### src/rtl/wsa_pkg.sv
package wsa_pkg;

  typedef enum logic {
    MODE_CONS = 1'b0,
    MODE_AGGR = 1'b1
  } wake_mode_e;

  // Manhattan distance 1 on a row-major grid of width gx
  function automatic bit grid_adjacent(int a, int b, int gx);
    int ax, ay, bx, by, dx, dy;
    ax = a % gx;
    ay = a / gx;
    bx = b % gx;
    by = b / gx;
    dx = (ax > bx) ? ax - bx : bx - ax;
    dy = (ay > by) ? ay - by : by - ay;
    return (dx + dy) == 1;
  endfunction

endpackage

### src/rtl/wsa_rr_pick.sv
module wsa_rr_pick #(
  parameter int NC    = 4,
  parameter int IDX_W = 2
) (
  input  logic [NC-1:0]    elig_i,
  input  logic [IDX_W-1:0] ptr_i,
  output logic             found_o,
  output logic [IDX_W-1:0] idx_o
);

  // scan from farthest to nearest so the nearest eligible core wins
  always_comb begin
    found_o = 1'b0;
    idx_o   = '0;
    for (int k = NC - 1; k >= 0; k--) begin
      int c;
      c = int'(ptr_i) + k;
      if (c >= NC) c = c - NC;
      if (elig_i[c]) begin
        found_o = 1'b1;
        idx_o   = IDX_W'(c);
      end
    end
  end

endmodule

### src/rtl/wsa_stagger_timer.sv
module wsa_stagger_timer #(
  parameter int STAG_W = 2
) (
  input  logic              clk_i,
  input  logic              rst_ni,
  input  logic              fire_i,
  input  logic [STAG_W-1:0] load_i,
  output logic              ready_o
);

  logic [STAG_W-1:0] cnt_q;

  always_ff @(posedge clk_i or negedge rst_ni) begin
    if (!rst_ni) begin
      cnt_q <= '0;
    end else if (fire_i) begin
      cnt_q <= load_i;
    end else if (cnt_q != '0) begin
      cnt_q <= cnt_q - 1'b1;
    end
  end

  assign ready_o = (cnt_q == '0);

endmodule

### src/rtl/wsa_mode_sel.sv
module wsa_mode_sel
  import wsa_pkg::*;
#(
  parameter int NC     = 4,
  parameter int GRID_X = 2,
  parameter int IDX_W  = 2,
  parameter int UTIL_W = 8
) (
  input  logic [IDX_W-1:0]  win_idx_i,
  input  logic [NC-1:0]     wake_i,
  input  logic [UTIL_W-1:0] util_i,
  input  logic [UTIL_W-1:0] thresh_i,
  output wake_mode_e        mode_o
);

  logic [NC-1:0] adj_tab [NC];
  logic [NC-1:0] adj_hits;
  logic          low_util;

  for (genvar i = 0; i < NC; i++) begin : g_row
    for (genvar j = 0; j < NC; j++) begin : g_col
      assign adj_tab[i][j] = grid_adjacent(i, j, GRID_X) ? 1'b1 : 1'b0;
    end
  end

  assign adj_hits = adj_tab[win_idx_i] & wake_i;
  assign low_util = (util_i < thresh_i);
  assign mode_o   = (low_util && adj_hits == '0) ? MODE_AGGR : MODE_CONS;

endmodule

### src/rtl/wake_stagger_arbiter.sv
module wake_stagger_arbiter
  import wsa_pkg::*;
#(
  parameter int GRID_X = 2,
  parameter int GRID_Y = 2,
  parameter int UTIL_W = 8,
  parameter int STAG_W = 2,
  localparam int NC    = GRID_X * GRID_Y,
  localparam int IDX_W = (NC > 1) ? $clog2(NC) : 1
) (
  input  logic              clk_i,
  input  logic              rst_ni,
  input  logic [NC-1:0]     idle_i,
  input  logic [NC-1:0]     req_i,
  input  logic [NC-1:0]     done_i,
  input  logic [UTIL_W-1:0] util_i,
  input  logic [UTIL_W-1:0] util_thresh_i,
  input  logic [STAG_W-1:0] stagger_i,
  output logic [NC-1:0]     grant_o,
  output logic [NC-1:0]     mode_o
);

  logic [NC-1:0]    pend_q, wake_q, grant_q, mode_q;
  logic [NC-1:0]    elig, win_vec, accept;
  logic [IDX_W-1:0] ptr_q, win_idx, ptr_next;
  logic             found, gap_ok, fire;
  wake_mode_e       win_mode;

  assign elig = pend_q & idle_i & ~wake_q;

  wsa_rr_pick #(
    .NC   (NC),
    .IDX_W(IDX_W)
  ) u_pick (
    .elig_i (elig),
    .ptr_i  (ptr_q),
    .found_o(found),
    .idx_o  (win_idx)
  );

  wsa_stagger_timer #(
    .STAG_W(STAG_W)
  ) u_gap (
    .clk_i  (clk_i),
    .rst_ni (rst_ni),
    .fire_i (fire),
    .load_i (stagger_i),
    .ready_o(gap_ok)
  );

  wsa_mode_sel #(
    .NC    (NC),
    .GRID_X(GRID_X),
    .IDX_W (IDX_W),
    .UTIL_W(UTIL_W)
  ) u_mode (
    .win_idx_i(win_idx),
    .wake_i   (wake_q),
    .util_i   (util_i),
    .thresh_i (util_thresh_i),
    .mode_o   (win_mode)
  );

  assign fire = found & gap_ok;

  always_comb begin
    win_vec = '0;
    if (fire) win_vec[win_idx] = 1'b1;
  end

  assign ptr_next = (win_idx == IDX_W'(NC - 1)) ? '0 : win_idx + 1'b1;

  // winner is masked so a held request cannot re-arm it on the grant edge
  assign accept = req_i & idle_i & ~wake_q & ~win_vec;

  always_ff @(posedge clk_i or negedge rst_ni) begin
    if (!rst_ni) begin
      pend_q  <= '0;
      wake_q  <= '0;
      grant_q <= '0;
      mode_q  <= '0;
      ptr_q   <= '0;
    end else begin
      pend_q  <= (pend_q | accept) & ~win_vec;
      wake_q  <= (wake_q & ~done_i) | win_vec;
      grant_q <= win_vec;
      mode_q  <= (win_mode == MODE_AGGR) ? win_vec : '0;
      if (fire) ptr_q <= ptr_next;
    end
  end

  assign grant_o = grant_q;
  assign mode_o  = mode_q;

endmodule

### config.mk
export PLATFORM = sky130hd
export DESIGN_NAME = wake_stagger_arbiter
export DESIGN_NICKNAME = d
export VERILOG_FILES = /design/src/rtl/wsa_pkg.sv /design/src/rtl/wsa_rr_pick.sv /design/src/rtl/wsa_stagger_timer.sv /design/src/rtl/wsa_mode_sel.sv /design/src/rtl/wake_stagger_arbiter.sv
export SDC_FILE = /design/constraint.sdc
export NUM_CORES = 1
export LEC_CHECK = 0
export ABC_CLOCK_PERIOD_IN_PS = 5040
export BUFFER_PORTS_ARGS = -buffer_cell sky130_fd_sc_hd__buf_2
export CAP_MARGIN = 40
export CORE_MARGIN = 3
export CORE_UTILIZATION = 40
export CTS_CLUSTER_DIAMETER = 30
export DETAILED_ROUTE_END_ITERATION = 8
export GPL_TIMING_DRIVEN = 0
export PLACE_DENSITY_LB_ADDON = 0.15
export SYNTH_ARGS = -nofsm -noshare
export SYNTH_HDL_FRONTEND = slang
export SYNTH_HIERARCHICAL = 1
export SYNTH_SLANG_ARGS = --single-unit
### constraint.sdc
create_clock -name clk_i -period 5.04 [get_ports clk_i]
set_input_delay 0.756 -clock clk_i [delete_from_list [all_inputs] [get_ports clk_i]]
set_output_delay 0.756 -clock clk_i [all_outputs]
set_load 0.03 [all_outputs]
==> reports/qor.yml, run 1 <==
outcome:
  outcome: "finished, final reports clean"
setup_path:
  crit_arrival_ns: 2.72
  endpoint_kind: "register"
  worst-path-max-fanout: 5
  worst_r2r_path_depth: 8
  required_ns: 5.28
  crit_end: "mode_o[2]"
  critPathLaunch: "idle_i[3]"
  r2r_slack_ns: 2.63
  rr_startpoint: "wake_q[3]"
  startpoint_type: "input pin"
  r2r_end: "mode_o[2]"
  crit_type: "input pin to register"
cts:
  insertion_delay_ns: 0.30
  cts_tree: "yes"
  clock_sinks: 20
  clockRootBuffer: "clkbuf_4"
  cts_max_level: 1
  cts_made_buffers: 3
  clock_path_buffers: 2
  cts_setup_buffers: 0
  cts_resized: 0
  clkTransAtPathRegs_ns: 0.11
  postCtsHoldBufs: 0
detailed_routing:
  wl_met1_um: 915
  vias: 919
  first_pass_iters: 5
  via_per_inst: 4.914
  drc: 0
  drt_wl_total_mm: 2.187
  met2_length_mm: 1.137
  wl_met3_um: 121
  routed.top_layer: "met4"
  wl_per_cell_um: 11.70
  ant_nets: 0
  drt-initial-drc-count: 14
yosys:
  synth_area_leaders: "dfrtp_1 (44%), ha_1 (13%), inv_1 (6.6%), a21oi_1 (3.5%), and2_1 (2.7%)"
  syn-cell-area_um2: 1139
  ys_async_sr_fraction_pct: 100.0
  synthCells: 114
  syn_nets: 158
  synth_flop_cell: "dfrtp_1"
  synth_area_per_cell_um2: 9.988
  yosysWarnings: 6
  synth_top_area_share_pct: 43.96
  synth_edf_count: 0
  ys_seq_area_share_pct: 43.96
  synth_cell_types: 27
  yosys-top-cells-count: "dfrtp_1 (20), inv_1 (20), ha_1 (12)"
  synth_seq_cells: 20
  yosys.area.top_type: "dfrtp_1"
sta:
  setup_tns_ns: 0
  slew_headroom_pct: 70.69
  timing.final.ws_setup_ns: 2.560
  holdWs_ns: 0.3748
  hold_viol_final: 0
  fmax_mhz: 403.2
  tightest_slew_ns: 0.4388
  rsz0062_at_grt: "false"
  fin_skew_ns: 0.007541
  setup-violations-final: 0
  finalCriticalPeriod_ns: 2.480
  post-route-period-util_pct: 49.21
  slew_viol_final: 0
power:
  p_leak_nw: 0.8154
  vdd_drop_max_v: 0.0003848
  power_density_nw_per_um2: 496.7
grt:
  grt_usage_pct: 13.67
  grt.overflow.total: 0
  grt_max_degree: 21
  grt_first_pass_wirelength_mm: 3.643
  antenna_found_initial: 0
  grt_pass1_vias: 836
cells_and_area:
  antenna_cells: 0
  area_delta_synth_final_pct: 25.06
  drive_above_1_share_pct: 33.12
  fin_util_pct: 54.98
  final_nets: 202
  final_area_um2: 1424
placed_design:
  gp_congestion: 0.8069
  dpl-instance-area_um2: 1371
  post-dp-hpwl_mm: 1.853
  io_buffers: 39
  post-place-ws_ns: 2.210
floorplanning:
  initial_core_util_pct: 43.96
  fp.dieH_um: 59.35
  dieArea_um2: 3522
  die_w_um: 59.35
  rows: 18
  io_pins: 40
  core-area_um2: 2590
hold_path:
  min-delay-path-class: "input pin to asynchronous set/reset pin"
job:
  maxCapViolations: 0
worst min-delay path by stage:
stage | start | to | cells after the start
floorplan | rst_ni | grant_o[0] | 0
global placement | pend_q[2] | pend_q[2] | 2
detailed placement | pend_q[1] | pend_q[1] | 2
CTS | rst_ni | pend_q[3] | 1
global route | rst_ni | pend_q[3] | 1
finish | rst_ni | pend_q[3] | 1
per-layer routing:
layer,global-route usage [%],up-vias
li1,-,465
met1,16.96,429
met2,23.40,23
met3,3.922,2
met4,2.913,0
met5,0,-
cell type report:
class / instances / area [µm²]
fill: 245 / 1166
multi-input combinational: 74 / 563.0
sequential: 20 / 500.5
timing repair buffer: 39 / 195.2
inverter: 20 / 75.07
tap: 30 / 37.54
clock inverter: 1 / 30.03
clock buffer: 3 / 22.52
where the power goes:
group	internal, mW	switching, mW	leakage (nW)
clock network	0.0804	0.0481	0.0279
logic	0.150	0.182	0.536
registers	0.214	0.0327	0.252
total	0.444	0.263	0.815
cell families (layout without fill, tap and decap cells):
| kind of cell | after synthesis | in the layout | synth area share [%] |
|---|---|---|---|
| adder cells (fa/ha/maj) | 12 | 12 | 13.19 |
| AND/OR/NAND/NOR | 37 | 37 | 19.01 |
| flip-flops | 20 | 20 | 43.96 |
| XOR/XNOR | 2 | 2 | 1.539 |
| buffers and inverters | 20 | 63 | 6.593 |
| multiplexers | 3 | 3 | 3.517 |
| AO/OA/AOI/OAI | 20 | 20 | 12.20 |
cells in the final DEF, fill, tap and decap left out, drive strengths merged:
| cell | n |
|---|---|
| or2b | 1 |
| a211oi | 2 |
| nor2 | 7 |
| bufinv | 1 |
| mux2 | 2 |
| xor2 | 1 |
| buf | 39 |
| nand2b | 3 |
| nor3b | 3 |
| nand3b | 4 |
| ha | 12 |
| a2111oi | 2 |
| clkbuf | 3 |
| o21bai | 2 |
| mux2i | 1 |
| dfrtp | 20 |
| and3 | 6 |
| nor3 | 2 |
| o31a | 1 |
| and2 | 6 |
| xnor2 | 1 |
| a21o | 2 |
| a21oi | 8 |
| nand2 | 5 |
| o21ai | 3 |
| inv | 20 |
critical path, stage by stage:
cell      delay, ns
buf_2          0.08
nor3b_1        0.38
mux2i_1        0.17
a211oi_2       0.44
xnor2_1        0.14
nor3_1         0.14
a21oi_1        0.06
nor3_1         0.36
and2_1         0.18
per-stage QoR:
step           instances  total power [mW]
2_1_floorplan        114            0.4989
3_3_place_gp         183            0.5706
3_5_place_dp         183            0.5865
4_1_cts              187            0.7178
5_1_grt              187            0.7792
6_report             187            0.7072
state kept, by name (all words and copies together), names as in the netlist:
signal / cells
ptr_q: 2
mode_o: 4
grant_o: 4
wake_q: 4
pend_q: 4
u_gap/cnt_q: 2
(Power assumes the default switching activity.)
==> run 2: changes to the inputs <==
--- a/config.mk
+++ b/config.mk
@@ -5,7 +5,7 @@
 export SDC_FILE = /design/constraint.sdc
 export NUM_CORES = 1
 export LEC_CHECK = 0
-export ABC_CLOCK_PERIOD_IN_PS = 5040
+export ABC_CLOCK_PERIOD_IN_PS = 2530
 export BUFFER_PORTS_ARGS = -buffer_cell sky130_fd_sc_hd__buf_2
 export CAP_MARGIN = 40
 export CORE_MARGIN = 3
==> constraint.sdc (replaced) <==
create_clock -name clk_i -period 2.53 [get_ports clk_i]
set_input_delay 0.3795 -clock clk_i [delete_from_list [all_inputs] [get_ports clk_i]]
set_output_delay 0.3795 -clock clk_i [all_outputs]
set_load 0.03 [all_outputs]
==> reports/qor.yml, run 2 (synthesized netlist as in run 1, its figures left out) <==
grt:
  antenna_found_initial: 0
  grt_max_degree: 21
  grt_pass1_vias: 836
  grt.overflow.total: 0
  grt_first_pass_wirelength_mm: 3.643
  grt_usage_pct: 13.67
detailed_routing:
  drt_wl_total_mm: 2.187
  drt-initial-drc-count: 15
  first_pass_iters: 5
  via_per_inst: 4.904
  drc: 0
  wl_per_cell_um: 11.63
  vias: 922
  ant_nets: 0
cts:
  clkTransAtPathRegs_ns: 0.11
  cts_made_buffers: 3
  cts_max_level: 1
  cts_tree: "yes"
  clock_path_buffers: 2
  insertion_delay_ns: 0.30
  clockRootBuffer: "clkbuf_4"
  cts_setup_buffers: 0
  clock_sinks: 20
sta:
  finalCriticalPeriod_ns: 2.263
  post-route-period-util_pct: 89.45
  slew_headroom_pct: 70.96
  tightest_slew_ns: 0.4356
  fmax_mhz: 441.9
  slew_viol_final: 0
  setup_tns_ns: 0
  rsz0062_at_grt: "false"
  fin_skew_ns: 0.007793
  hold_viol_final: 0
  setup-violations-final: 0
setup_path:
  path_common_cell: "nor3_1"
  endpoint_kind: "register"
  r2r_slack_ns: 0.27
  critPathMaxStageDelay_ns: 0.44
  worst-path-max-fanout: 5
  required_ns: 2.77
  slowest_stage: "dfrtp_1"
  crit_type: "register to register"
  startpoint_type: "register"
  path_cells: "nor3b_2, mux2i_1, a211oi_2, xnor2_1, nor3_1, a21oi_1, nor3_1, and2_1"
  crit_arrival_ns: 2.50
power:
  p_clk_share_pct: 18.1
  vdd_drop_max_v: 0.0007678
  swShare_pct: 37.23
  p_leak_nw: 0.8228
  power.switching_uw: 526.2
  p_seq_share_pct: 34.8
  p_int_uw: 887.4
  power_frac_comb_pct: 47.1
  power_density_nw_per_um2: 982.4
outcome:
  outcome: "finished, final reports clean"
cells_and_area:
  final_cell_mix: "buf_2 (39), inv_1 (20), dfrtp_1 (20), ha_1 (12), a21oi_1 (8)"
  multiInputGateArea_um2: 568.0
  final_nets: 203
  fin_util_pct: 55.56
  antenna_cells: 0
  fillers: 242
  drive_above_1_share_pct: 33.54
  register_area_um2: 500.5
  area_delta_synth_final_pct: 26.37
  layout_commonest_cell: "buf_2"
placed_design:
  gp_congestion: 0.8069
  io_buffers: 39
  post-dp-hpwl_mm: 1.853
floorplanning:
  dieArea_um2: 3522
  initial_core_util_pct: 43.96
  die_w_um: 59.35
  fp.dieH_um: 59.35
  rows: 18
  core-area_um2: 2590
  io_pins: 40
hold_path:
  min-delay-path-class: "input pin to register"
job:
  maxCapViolations: 0
## run 2: changes by cell type in the layout (fill, tap and decap cells not counted)
cell and change:
dlygate4sd3_1 +1, nor3b_1 -1, nor3b_2 +1
## run 2: area by class of cell
type                       count  area share [%]
clock buffer                   3           1.565
clock inverter                 1           2.087
inverter                      20           5.217
multi-input combinational     74           39.48
sequential                    20           34.78
tap                           30           2.609
timing repair buffer          40           14.26
## run 2: final timing paths
| path | startpoint | to | depth (start not counted) |
|---|---|---|---|
| setup / recovery | wake_q[3] | mode_o[2] | 8 |
| hold / removal | done_i[1] | wake_q[1] | 2 |
| setup reg to reg | wake_q[3] | mode_o[2] | 8 |
| hold reg to reg | pend_q[2] | pend_q[2] | 2 |
| max in group asynchronous | rst_ni | mode_o[2] | 2 |
| min in group asynchronous | rst_ni | pend_q[3] | 2 |
## run 2: routing by layer
layer	up-vias	routed length (µm)	global-route usage [%]
met2	23	1135	23.40
met5	-	0	0
li1	467	-	-
met4	0	12	2.913
met3	2	122	3.922
met1	430	916	16.96
## run 2: worst max-delay path, delay by kind of cell, from the launching register on
family | cells | cell delay [ns]
multiplexers | 1 | 0.14
AND/OR/NAND/NOR | 4 | 0.98
AO/OA/AOI/OAI | 2 | 0.49
flip-flops | 1 | 0.44
XOR/XNOR | 1 | 0.14
## run 2: power groups by stage
stage | logic (mW) | registers, mW | clock network [mW]
final | 0.666 | 0.492 | 0.256
after global routing | 0.761 | 0.509 | 0.286
after CTS | 0.672 | 0.493 | 0.265
after detailed placement | 0.669 | 0.499 | 0
after floorplan | 0.445 | 0.549 | 0
after global placement | 0.644 | 0.493 | 0
## run 2: timing repair
action,4_1_cts,5_1_grt
hold buffers,0,1
hold endpoints to repair,0,12
resized for setup,0,1
endpoints found under the setup margin,0,4
## run 2: per-stage QoR
step | setup WS, ns | area, µm² | total power, mW | std cells | hold WS (ns)
global route | 0.006416 | 1439 | 1.556 | 188 | 0.1975
CTS | 0.08172 | 1424 | 1.430 | 187 | 0.006357
finish | 0.2670 | 1439 | 1.414 | 188 | 0.2272
detailed placement | 0.07652 | 1371 | 1.168 | 183 | 0.3477
global placement | 0.1271 | 1371 | 1.137 | 183 | 0.3451
floorplan | 0.5512 | 1139 | 0.9939 | 114 | 0.08391
==> run 3: changes to the inputs <==
--- a/config.mk
+++ b/config.mk
@@ -12,7 +12,6 @@
 export CORE_UTILIZATION = 40
 export CTS_CLUSTER_DIAMETER = 30
 export DETAILED_ROUTE_END_ITERATION = 8
-export GPL_TIMING_DRIVEN = 0
 export PLACE_DENSITY_LB_ADDON = 0.15
 export SYNTH_ARGS = -nofsm -noshare
 export SYNTH_HDL_FRONTEND = slang
==> reports/qor.yml, run 3 (synthesized netlist as in run 1, its figures left out) <==
cts:
  insertion_delay_ns: 0.30
  cts_max_level: 1
  cts_made_buffers: 3
  cts_setup_buffers: 0
  cts_tree: "yes"
  clockRootBuffer: "clkbuf_4"
  clock_sinks: 20
  clock_path_buffers: 2
  postCtsHoldBufs: 0
  cts_resized: 0
  clkTransAtPathRegs_ns: 0.11
detailed_routing:
  drt_wl_total_mm: 2.215
  vias: 895
  wl_met1_mm: 1.006
  via_per_inst: 4.786
  routed.top_layer: "met3"
  first_pass_iters: 3
  ant_nets: 0
  wl_met3_um: 127
  wl_per_cell_um: 11.84
  drt-initial-drc-count: 11
  drc: 0
  met2_length_mm: 1.081
cells_and_area:
  area_delta_synth_final_pct: 25.49
  drive_above_1_share_pct: 33.76
  final_cell_mix: "buf_2 (39), inv_1 (20), dfrtp_1 (20), ha_1 (12), a21oi_1 (8)"
  final_nets: 202
  antenna_cells: 0
  layout_commonest_cell: "buf_2"
  final_cells: 187
sta:
  fin_skew_ns: 0.0009555
  setup-violations-final: 0
  holdWs_ns: -0.003538
  slew_viol_final: 0
  rsz0062_at_grt: "false"
  finalCriticalPeriod_ns: 2.120
  setup_tns_ns: 0
  hold_viol_final: 8
  slew_headroom_pct: 70.86
  tightest_slew_ns: 0.4370
  timing.final.ws_setup_ns: 0.4099
  post-route-period-util_pct: 83.80
  fmax_mhz: 471.7
floorplanning:
  io_pins: 40
  rows: 18
  fp.dieH_um: 59.35
  dieArea_um2: 3522
  initial_core_util_pct: 43.96
  die_w_um: 59.35
  core-area_um2: 2590
power:
  p_leak_nw: 0.8186
  power_density_nw_per_um2: 983.8
  vdd_drop_max_v: 0.0006830
grt:
  grt_first_pass_wirelength_mm: 3.636
  grt_usage_pct: 13.54
  grt.overflow.total: 0
  antenna_found_initial: 0
  grt_max_degree: 21
  grt_pass1_vias: 861
setup_path:
  r2r_slack_ns: 0.41
  endpoint_kind: "register"
  worst-path-max-fanout: 5
  rr_startpoint: "wake_q[3]"
  startpoint_type: "register"
  worst_r2r_path_depth: 8
  required_ns: 2.78
  crit_type: "register to register"
  r2r_end: "mode_o[2]"
  crit_arrival_ns: 2.37
job:
  maxCapViolations: 0
outcome:
  violations: "negative hold slack"
  outcome: "finished with violations"
placed_design:
  placed_cells: 183
  post-dp-hpwl_mm: 1.815
  io_buffers: 39
  gp_congestion: 0.7918
  post-place-ws_ns: 0.2551
hold_path:
  min-delay-path-class: "input pin to asynchronous set/reset pin"
run 3: worst max-delay path by stage:
stage                          from         to  slack [ns]  depth (start not counted)
after floorplan           wake_q[3]  wake_q[2]        0.55                          7
after global placement    idle_i[3]  mode_o[2]        0.31                          9
after detailed placement  idle_i[3]  mode_o[1]        0.26                          9
after CTS                 wake_q[3]  mode_o[2]        0.25                          8
after global routing      wake_q[0]  mode_o[2]        0.09                          9
final                     wake_q[3]  mode_o[2]        0.41                          8
run 3: where the power goes:
group	switching, mW	internal, mW
combinational	0.353	0.299
clock	0.100	0.160
sequential	0.0675	0.425
total	0.521	0.885
run 3: metal layers:
layer  up-vias  GRT usage [%]
met5         -              0
met4         0         0.9709
met3         0          4.793
met2        20          23.09
met1       411          17.10
li1        464              -
run 3: critical path, cell delays in order (launching register included):
cell	delay, ns
dfrtp_1	0.44
nor3b_2	0.28
mux2i_1	0.13
a211oi_2	0.40
xnor2_1	0.13
nor3_1	0.14
a21oi_1	0.06
nor3_1	0.31
and2_1	0.18
run 3: through the flow:
step | total power [mW] | area, µm² | util [%]
2_1_floorplan | 0.9939 | 1139 | -
3_3_place_gp | 1.132 | 1371 | 52.95
3_5_place_dp | 1.158 | 1371 | 52.95
4_1_cts | 1.424 | 1424 | 54.98
5_1_grt | 1.533 | 1429 | 55.17
6_report | 1.406 | 1429 | 55.17
run 3: cell type report:
class | instances | area, µm²
clock buffers | 3 | 22.52
inverters | 20 | 75.07
clock inverters | 1 | 30.03
repair buffers | 39 | 195.2
fillers | 235 | 1161
well taps | 30 | 37.54
multi-input cells | 74 | 568.0
flip-flops and latches | 20 | 500.5
